==> src/rtl/bsum_pkg.sv <==
// Shared definitions for the board energy summer.
// Assumes nothing beyond a single clock domain.
package bsum_pkg;

    // Output format of the summer
    typedef enum logic {
        MODE_FULL    = 1'b0,
        MODE_REDUCED = 1'b1
    } sum_mode_t;

endpackage

==> src/rtl/bsum_tree.sv <==
// Pipelined binary adder tree.
// Adds N_IN unsigned inputs of IN_W bits into one OUT_W-bit sum, one
// register level per tree level, so the latency is $clog2(N_IN) edges and
// a new input vector can be accepted every clock.
// Assumes N_IN is a power of two, at least 2, and OUT_W wide enough for
// N_IN * (2**IN_W - 1).
module bsum_tree #(
    parameter int N_IN  = 16,
    parameter int IN_W  = 8,
    parameter int OUT_W = 12
) (
    input  logic                    clk,
    input  logic                    rst_n,
    input  logic [N_IN*IN_W-1:0]    in_vec,
    output logic [OUT_W-1:0]        sum_q
);

    // Leaves are the zero-extended inputs; internal nodes use heap numbering
    logic [OUT_W-1:0] leaf   [N_IN];
    logic [OUT_W-1:0] node_q [1:N_IN-1];

    genvar k;
    generate
        for (k = 0; k < N_IN; k++) begin : g_leaf
            // Widen each input to the sum width
            assign leaf[k] = OUT_W'(in_vec[k*IN_W +: IN_W]);
        end

        for (k = 1; k < N_IN; k++) begin : g_node
            if (2*k >= N_IN) begin : g_bottom
                // Bottom level: add two leaves
                always_ff @(posedge clk) begin
                    if (!rst_n) node_q[k] <= '0;
                    else        node_q[k] <= leaf[2*k-N_IN] + leaf[2*k+1-N_IN];
                end
            end else begin : g_inner
                // Upper level: add two registered children
                always_ff @(posedge clk) begin
                    if (!rst_n) node_q[k] <= '0;
                    else        node_q[k] <= node_q[2*k] + node_q[2*k+1];
                end
            end
        end
    endgenerate

    assign sum_q = node_q[1];

endmodule

==> src/rtl/bsum_vpipe.sv <==
// Valid-flag delay line matching the adder tree latency.
// Also reports whether any valid set is still in flight.
// Assumes DEPTH >= 2.
module bsum_vpipe #(
    parameter int DEPTH = 4
) (
    input  logic clk,
    input  logic rst_n,
    input  logic in_valid,
    output logic out_valid,
    output logic busy
);

    logic [DEPTH-1:0] sh_q;

    // Shift the valid flag alongside the data
    always_ff @(posedge clk) begin
        if (!rst_n) sh_q <= '0;
        else        sh_q <= {sh_q[DEPTH-2:0], in_valid};
    end

    assign out_valid = sh_q[DEPTH-1];
    assign busy      = |sh_q;

endmodule

==> src/rtl/bsum_mode_ctl.sv <==
// Output format controller.
// Takes a requested format and applies it only when the pipeline is empty
// and no new set is entering, so every result leaves in a single format.
// Assumes busy covers every pipeline stage that holds a valid set.
module bsum_mode_ctl
    import bsum_pkg::*;
(
    input  logic      clk,
    input  logic      rst_n,
    input  logic      mode_req,
    input  logic      in_valid,
    input  logic      busy,
    output sum_mode_t mode_q
);

    logic switch_ok;

    // A switch is allowed only with nothing in flight and nothing entering
    always_comb switch_ok = (sum_mode_t'(mode_req) != mode_q) && !in_valid && !busy;

    // Hold the active format; update it on an allowed switch
    always_ff @(posedge clk) begin
        if (!rst_n)         mode_q <= MODE_FULL;
        else if (switch_ok) mode_q <= sum_mode_t'(mode_req);
    end

endmodule

==> src/rtl/board_energy_sum.sv <==
// Board energy summer: two phase trees, valid tracking and format select.
// Splits the interleaved sample word into even and odd phases, sums each
// phase in its own pipelined tree, and formats the result according to the
// active mode. Results are zero while out_valid is low.
// Assumes NUM_CH is a power of two and SUM_W holds NUM_CH * (2**SAMPLE_W - 1).
module board_energy_sum
    import bsum_pkg::*;
#(
    parameter int NUM_CH   = 16,
    parameter int SAMPLE_W = 8,
    parameter int SUM_W    = 12
) (
    input  logic                         clk,
    input  logic                         rst_n,
    input  logic                         in_valid,
    input  logic                         mode_sel,
    input  logic [NUM_CH*2*SAMPLE_W-1:0] samples,
    output logic                         out_valid,
    output logic                         out_mode,
    output logic [SUM_W-1:0]             sum_a,
    output logic [SUM_W-1:0]             sum_b
);

    localparam int LAT   = $clog2(NUM_CH);
    localparam int PH_W  = NUM_CH*SAMPLE_W;

    logic [PH_W-1:0]  even_vec;
    logic [PH_W-1:0]  odd_vec;
    logic [SUM_W-1:0] even_sum;
    logic [SUM_W-1:0] odd_sum;
    logic [SUM_W:0]   both_sum;
    logic             pipe_valid;
    logic             pipe_busy;
    sum_mode_t        act_mode;

    genvar c;
    generate
        for (c = 0; c < NUM_CH; c++) begin : g_split
            // Phase 0 is the lower sample of each channel pair
            assign even_vec[c*SAMPLE_W +: SAMPLE_W] = samples[(2*c)*SAMPLE_W   +: SAMPLE_W];
            assign odd_vec [c*SAMPLE_W +: SAMPLE_W] = samples[(2*c+1)*SAMPLE_W +: SAMPLE_W];
        end
    endgenerate

    bsum_tree #(.N_IN(NUM_CH), .IN_W(SAMPLE_W), .OUT_W(SUM_W)) u_even_tree (
        .clk    (clk),
        .rst_n  (rst_n),
        .in_vec (even_vec),
        .sum_q  (even_sum)
    );

    bsum_tree #(.N_IN(NUM_CH), .IN_W(SAMPLE_W), .OUT_W(SUM_W)) u_odd_tree (
        .clk    (clk),
        .rst_n  (rst_n),
        .in_vec (odd_vec),
        .sum_q  (odd_sum)
    );

    bsum_vpipe #(.DEPTH(LAT)) u_vpipe (
        .clk       (clk),
        .rst_n     (rst_n),
        .in_valid  (in_valid),
        .out_valid (pipe_valid),
        .busy      (pipe_busy)
    );

    bsum_mode_ctl u_mode (
        .clk      (clk),
        .rst_n    (rst_n),
        .mode_req (mode_sel),
        .in_valid (in_valid),
        .busy     (pipe_busy),
        .mode_q   (act_mode)
    );

    // Format the tree outputs for the active mode, blank when not valid
    always_comb begin
        both_sum = {1'b0, even_sum} + {1'b0, odd_sum};
        sum_a    = '0;
        sum_b    = '0;
        if (pipe_valid) begin
            if (act_mode == MODE_FULL) begin
                sum_a = even_sum;
                sum_b = odd_sum;
            end else begin
                sum_a = both_sum[SUM_W:1];
            end
        end
    end

    assign out_valid = pipe_valid;
    assign out_mode  = act_mode;

endmodule

==> config.mk <==
export PLATFORM = sky130hd
export DESIGN_NAME = board_energy_sum
export DESIGN_NICKNAME = d
export VERILOG_FILES = /design/src/rtl/bsum_pkg.sv /design/src/rtl/bsum_tree.sv /design/src/rtl/bsum_vpipe.sv /design/src/rtl/bsum_mode_ctl.sv /design/src/rtl/board_energy_sum.sv
export SDC_FILE = /design/constraint.sdc
export NUM_CORES = 1
export LEC_CHECK = 0
export BUFFER_PORTS_ARGS = -buffer_cell sky130_fd_sc_hd__clkbuf_2
export CAP_MARGIN = 0
export CORE_AREA = 10 10 197 180
export DETAILED_ROUTE_END_ITERATION = 7
export DIE_AREA = 0 0 207 190
export PLACE_DENSITY = 0.89
export SYNTH_ARGS = -nofsm -noshare
export SYNTH_HDL_FRONTEND = slang
export SYNTH_SLANG_ARGS = --single-unit
==> constraint.sdc <==
create_clock -name clk -period 2.4 [get_ports clk]
set_input_delay 0.48 -clock clk [delete_from_list [all_inputs] [get_ports clk]]
set_output_delay 0.48 -clock clk [all_outputs]
set_load 0.01 [all_outputs]
# Yosys cells after proc, flatten, opt, wreduce, memory -nomap -nowiden
# Memories as Yosys holds them, arrays and structs flattened.
# Index checks and enable logic that the tools add are counted.
# totals
out_inout_bits	26
in_bits	260
memories	2
regBits	5
latchBits	0
romBits	0
ramBits	360
# classes
bitwise	30
multipliers	0
div_mod_pow	0
n_shift	0
eq_ne	1
muxes	36
n_reduce_logical	5
order_cmp	0
n_addsub	31
# mem_list
name	words	width	rd	rd_ports_with_merged_regs	wr	line	source
u_even_tree.node_q	15	12	15	0	15	bsum_tree.sv:20	logic [OUT_W-1:0] node_q [1:N_IN-1];
u_odd_tree.node_q	15	12	15	0	15	bsum_tree.sv:20	
# ops
op	n
two-way mux 12 bit	34
adder 12 bit	14
adder 8 x 8 -> 9 bit	16
OR 1 bit	30
adder 12 x 12 -> 13 bit	1
OR reduction 4 bit	1
logical AND 1 bit	2
zero test 1 bit	2
two-way mux 1 bit	2
!= test 1 bit	1

# Longest topological paths before layout
# An unclocked memory read counts as a cell.
# depth
ltp_word	4
ltp_mapped	8

# Cells and area by module
# Synthesis repeated with hierarchy kept, for this count alone.
# hier_totals
cells_unflattened	2090
area_unflattened_um2	18725.5
# modules_own_cells
module	cells_per_inst	area_each_um2	instances
bsum_tree (u_odd_tree)	973	8909.8	1
bsum_tree (u_even_tree)	992	8894.8	1
board_energy_sum	112	768.2	1
bsum_vpipe	9	113.9	1
bsum_mode_ctl	4	38.8	1

# Least setup slack after synthesis
# OpenSTA, ideal clock, no wires.
# synth_path
kind	reg-to-output
startpoint	reg u_even_tree.node_q[0][12] (netlist name)
endpoint	out sum_a[9]
stages_incl_launch_ff	8
t_required_ns	1.920
path_buffers	0
setup_slack_ns	0.144
t_arrival_ns	1.776
path_cell_list	dfxtp_1 and2_1 fa_1 a21oi_1 o211ai_2 a41oi_2 nor4b_1 a221o_1
# synth_lines
item	line	source
end, declared	board_energy_sum.sv:20	output logic [SUM_W-1:0] sum_a,

==> results.json <==
{
  "status": "finished with violations",
  "violations": "setup timing",
  "whs_endpoint": "u_vpipe.sh_q[0]",
  "power_frac_seq_pct": 37.6,
  "comb_power_share_pct": 30.4,
  "first_pass_iters": 8,
  "track_usage_pct": 20.7,
  "crit_path_max_fanout": 2,
  "hpwl_um": 33000,
  "rsz0062_at_grt": "yes",
  "fin_crit_ns": 2.76,
  "end_kind": "output port",
  "ios": 286,
  "synth-edff-count": 0,
  "drv_cap": 0,
  "tns_ns": -2.87,
  "grt_max_degree": 167,
  "crit_path_top_delay_cell": "fa_2",
  "worstMarginPinSlew_ns": 0.691,
  "synth-seq-cells": 297,
  "hold_path_class": "in2reg",
  "final_layout_size_suffix_gt1_share_pct": 19.6,
  "final.setup_skew_ns": 0.0104,
  "fin_nets": 2790,
  "grt_pass1_wl_um": 70700,
  "crit_path_cell_trace": "and2_4, fa_2, a21oi_4, o211ai_2, a41oi_2, nor4b_1, a221o_1, clkbuf_2",
  "ys_types": 60,
  "relSlewSlack_pct": 53.9,
  "die_y_um": 190,
  "htreeDepth": 2,
  "wl_per_cell_um": 15.8,
  "drv_slew": 0,
  "vias_per_cell": 5.54,
  "grt_pass1_vias": 15294,
  "std_cell_rows": 62,
  "clk_path_buf_depth": 3,
  "num_vias": 14769,
  "synth_seq_area_share_pct": 33.2,
  "p_leak_nw": 10.4,
  "arrival_ns": 2.28,
  "hold_viol_final": 0,
  "power_w": 0.0162,
  "cp_top_family": "compound AO/OA/AOI/OAI gates",
  "async_reset_ff_share_pct": 0,
  "grt-ovfl-total": 0,
  "numCtsBuffers": 34,
  "cts-root-buf": "clkbuf_16",
  "initial_core_util_pct": 56.9,
  "diodes": 0,
  "holdPathStages": 2,
  "clk_latency_ns": 0.50,
  "dieArea_um2": 39300,
  "syn_area_per_cell_um2": 9.29,
  "timing.rr.end": "u_odd_tree.node_q[0][22]",
  "finalCritPeriodShare_pct": 115,
  "cp-start-kind": "flip-flop",
  "netSwitchingFraction_pct": 31.1,
  "cp.required_ns": 1.92,
  "critPathKind": "reg2out",
  "path_clk_slew_ns": 0.06,
  "p_sw_w": 0.00505,
  "fp.coreArea_um2": 31500,
  "area_delta_synth_final_pct": 18.4,
  "clock-sinks": 297,
  "reg2reg_depth": 7,
  "fmax_ghz": 0.362,
  "rrSetupSlack_ns": 0.27,
  "syn-num-nets": 2492,
  "synthesis.area_um2": 17900,
  "holdBufCountCts": 0,
  "slowest_delay_ns": 0.37,
  "ir_worst_vdd_v": 0.000408,
  "p_per_area_nw_per_um2": 765,
  "die_x_um": 207,
  "finalSetupViolations": 10,
  "drtAntennaViolNets": 0,
  "dp_slack_ns": -0.0763,
  "drcViolationCount": 0,
  "antenna_found_initial": 0,
  "path_buf_inv": 1,
  "drt_wl_total_um": 42000,
  "gp_congestion": 0.893,
  "synth-warning-count": 0,
  "hold_start": "in_valid",
  "setup_ws_ns": -0.360,
  "port-buffer-count": 285,
  "r2r-start": "u_odd_tree.node_q[0][36]",
  "syn_inst": 1928,
  "synthFlopType": "dfxtp_1",
  "p_clk_share_pct": 32.0,
  "drt_iter0_markers": 790,
  "intPower_w": 0.0112,
  "cts_tree": "built"
}
-- registers in the layout, indices dropped and copies added, names as in the netlist --
register / cells
u_even_tree.node_q: 146
u_vpipe.sh_q: 4
u_odd_tree.node_q: 146
u_mode.mode_q: 1
-- cell usage in the layout (no fill, tap or decap), types with 30 or more instances in the layout --
cell	n
clkbuf_16	34
nand2b_1	51
and2_1	78
inv_1	62
dfxtp_1	289
a21o_1	69
xnor2_1	84
a21oi_1	117
fa_1	30
xor2_1	39
nor2_1	211
clkbuf_2	280
mux2i_1	47
ha_1	266
o211ai_1	59
o21ai_0	62
nand2_1	127
-- metal layers --
| layer | track usage [%] | share of wire, % |
|---|---|---|
| met1 | 25.7 | 45 |
| met2 | 36.9 | 49 |
| met3 | 3.07 | 4.7 |
| met4 | 4.91 | 1.8 |
| met5 | 0 | 0 |
-- synth_stat cells (all sizes together), types with 7 or more instances --
| library cell | instances | area share, % |
|---|---|---|
| nor2 | 212 | 4.5 |
| nand3 | 19 | 0.53 |
| o21ai | 93 | 2.6 |
| fa | 31 | 3.5 |
| o21a | 26 | 1.1 |
| dfxtp | 297 | 33 |
| nor2b | 22 | 0.77 |
| o211ai | 60 | 2.5 |
| ha | 273 | 19 |
| o22ai | 7 | 0.24 |
| inv | 64 | 1.3 |
| xor2 | 39 | 1.9 |
| buf | 9 | 0.22 |
| a21o | 69 | 2.9 |
| a211o | 18 | 0.88 |
| and2 | 79 | 2.8 |
| nor3 | 18 | 0.50 |
| or3 | 7 | 0.24 |
| o21bai | 11 | 0.46 |
| a21oi | 145 | 4.5 |
| nand2b | 51 | 1.8 |
| clkbuf | 33 | 0.69 |
| nand2 | 133 | 2.9 |
| and3 | 21 | 0.73 |
| xnor2 | 85 | 4.2 |
| mux2i | 47 | 2.6 |
-- power groups by stage --
stage	Combinational [W]	Sequential, W	Clock [W]
6_report	0.00493	0.00611	0.00519
3_3_place_gp	0.00450	0.00615	0
4_1_cts	0.00487	0.00610	0.00530
2_1_floorplan	0.00357	0.00602	0
3_5_place_dp	0.00467	0.00616	0
5_1_grt	0.00555	0.00618	0.00550
-- through the flow --
stage / instances / area [um2] / hold slack, ns / utilization, %
floorplan: 1928 / 17900 / 0.431 / -
global route: 2664 / 21200 / 0.208 / 67.3
global placement: 2603 / 19800 / 0.441 / 63.0
finish: 2664 / 21200 / 0.212 / 67.3
CTS: 2663 / 21200 / 0.193 / 67.2
detailed placement: 2603 / 19800 / 0.450 / 63.0
-- area by class of cell --
cell class                      instances  area [um2]
Tap cell                              416         520
Inverter                               64         243
Multi-Input combinational cell       1525       11700
Timing Repair Buffer                  304        1600
Sequential cell                       297        5960
Fill cell                            2451       10300
Clock inverter                         14         180
Clock buffer                           44         968
-- how the worst max path moves through the flow --
| stage | from | to | slack (ns) | depth (start not counted) |
|---|---|---|---|---|
| detailed placement | u_even_tree.node_q[0][12] | sum_a[9] | -0.08 | 8 |
| CTS | u_even_tree.node_q[0][12] | sum_a[9] | -0.37 | 8 |
| finish | u_even_tree.node_q[0][12] | sum_a[9] | -0.36 | 8 |
| global placement | u_even_tree.node_q[0][12] | sum_a[9] | -0.02 | 8 |
| global route | u_even_tree.node_q[0][12] | sum_a[11] | -0.44 | 9 |
| floorplan | u_even_tree.node_q[0][12] | sum_a[9] | 0.14 | 7 |
-- worst register-to-register path: cells and delay by family (launching register included) --
family                   cells  cell delay (ns)
AO/OA/AOI/OAI                4             0.84
adder cells (fa/ha/maj)      2             0.65
flip-flops                   1             0.34
AND/OR/NAND/NOR              1             0.17
-- kinds of logic (layout without fill, tap and decap cells) --
kind of cell / count (synthesis) / in the layout / synth area share (%)
AOI/OAI and AO/OA: 477 / 477 / 18.2
xor gates and xnor gates: 124 / 124 / 6.06
adders and majority gates: 304 / 304 / 22.5
buffers and inverters: 106 / 426 / 2.26
DFF: 297 / 297 / 33.2
muxes: 47 / 47 / 2.63
and+or+nand+nor: 573 / 573 / 15.2
-- timing repair --
item / in CTS / in global routing
resized for setup: 33 / 14
buffers inserted: 2 / 1
endpoints found under the setup margin: 11 / 11
pin swaps: 14 / 5
Power figures use the tool's default switching activity.
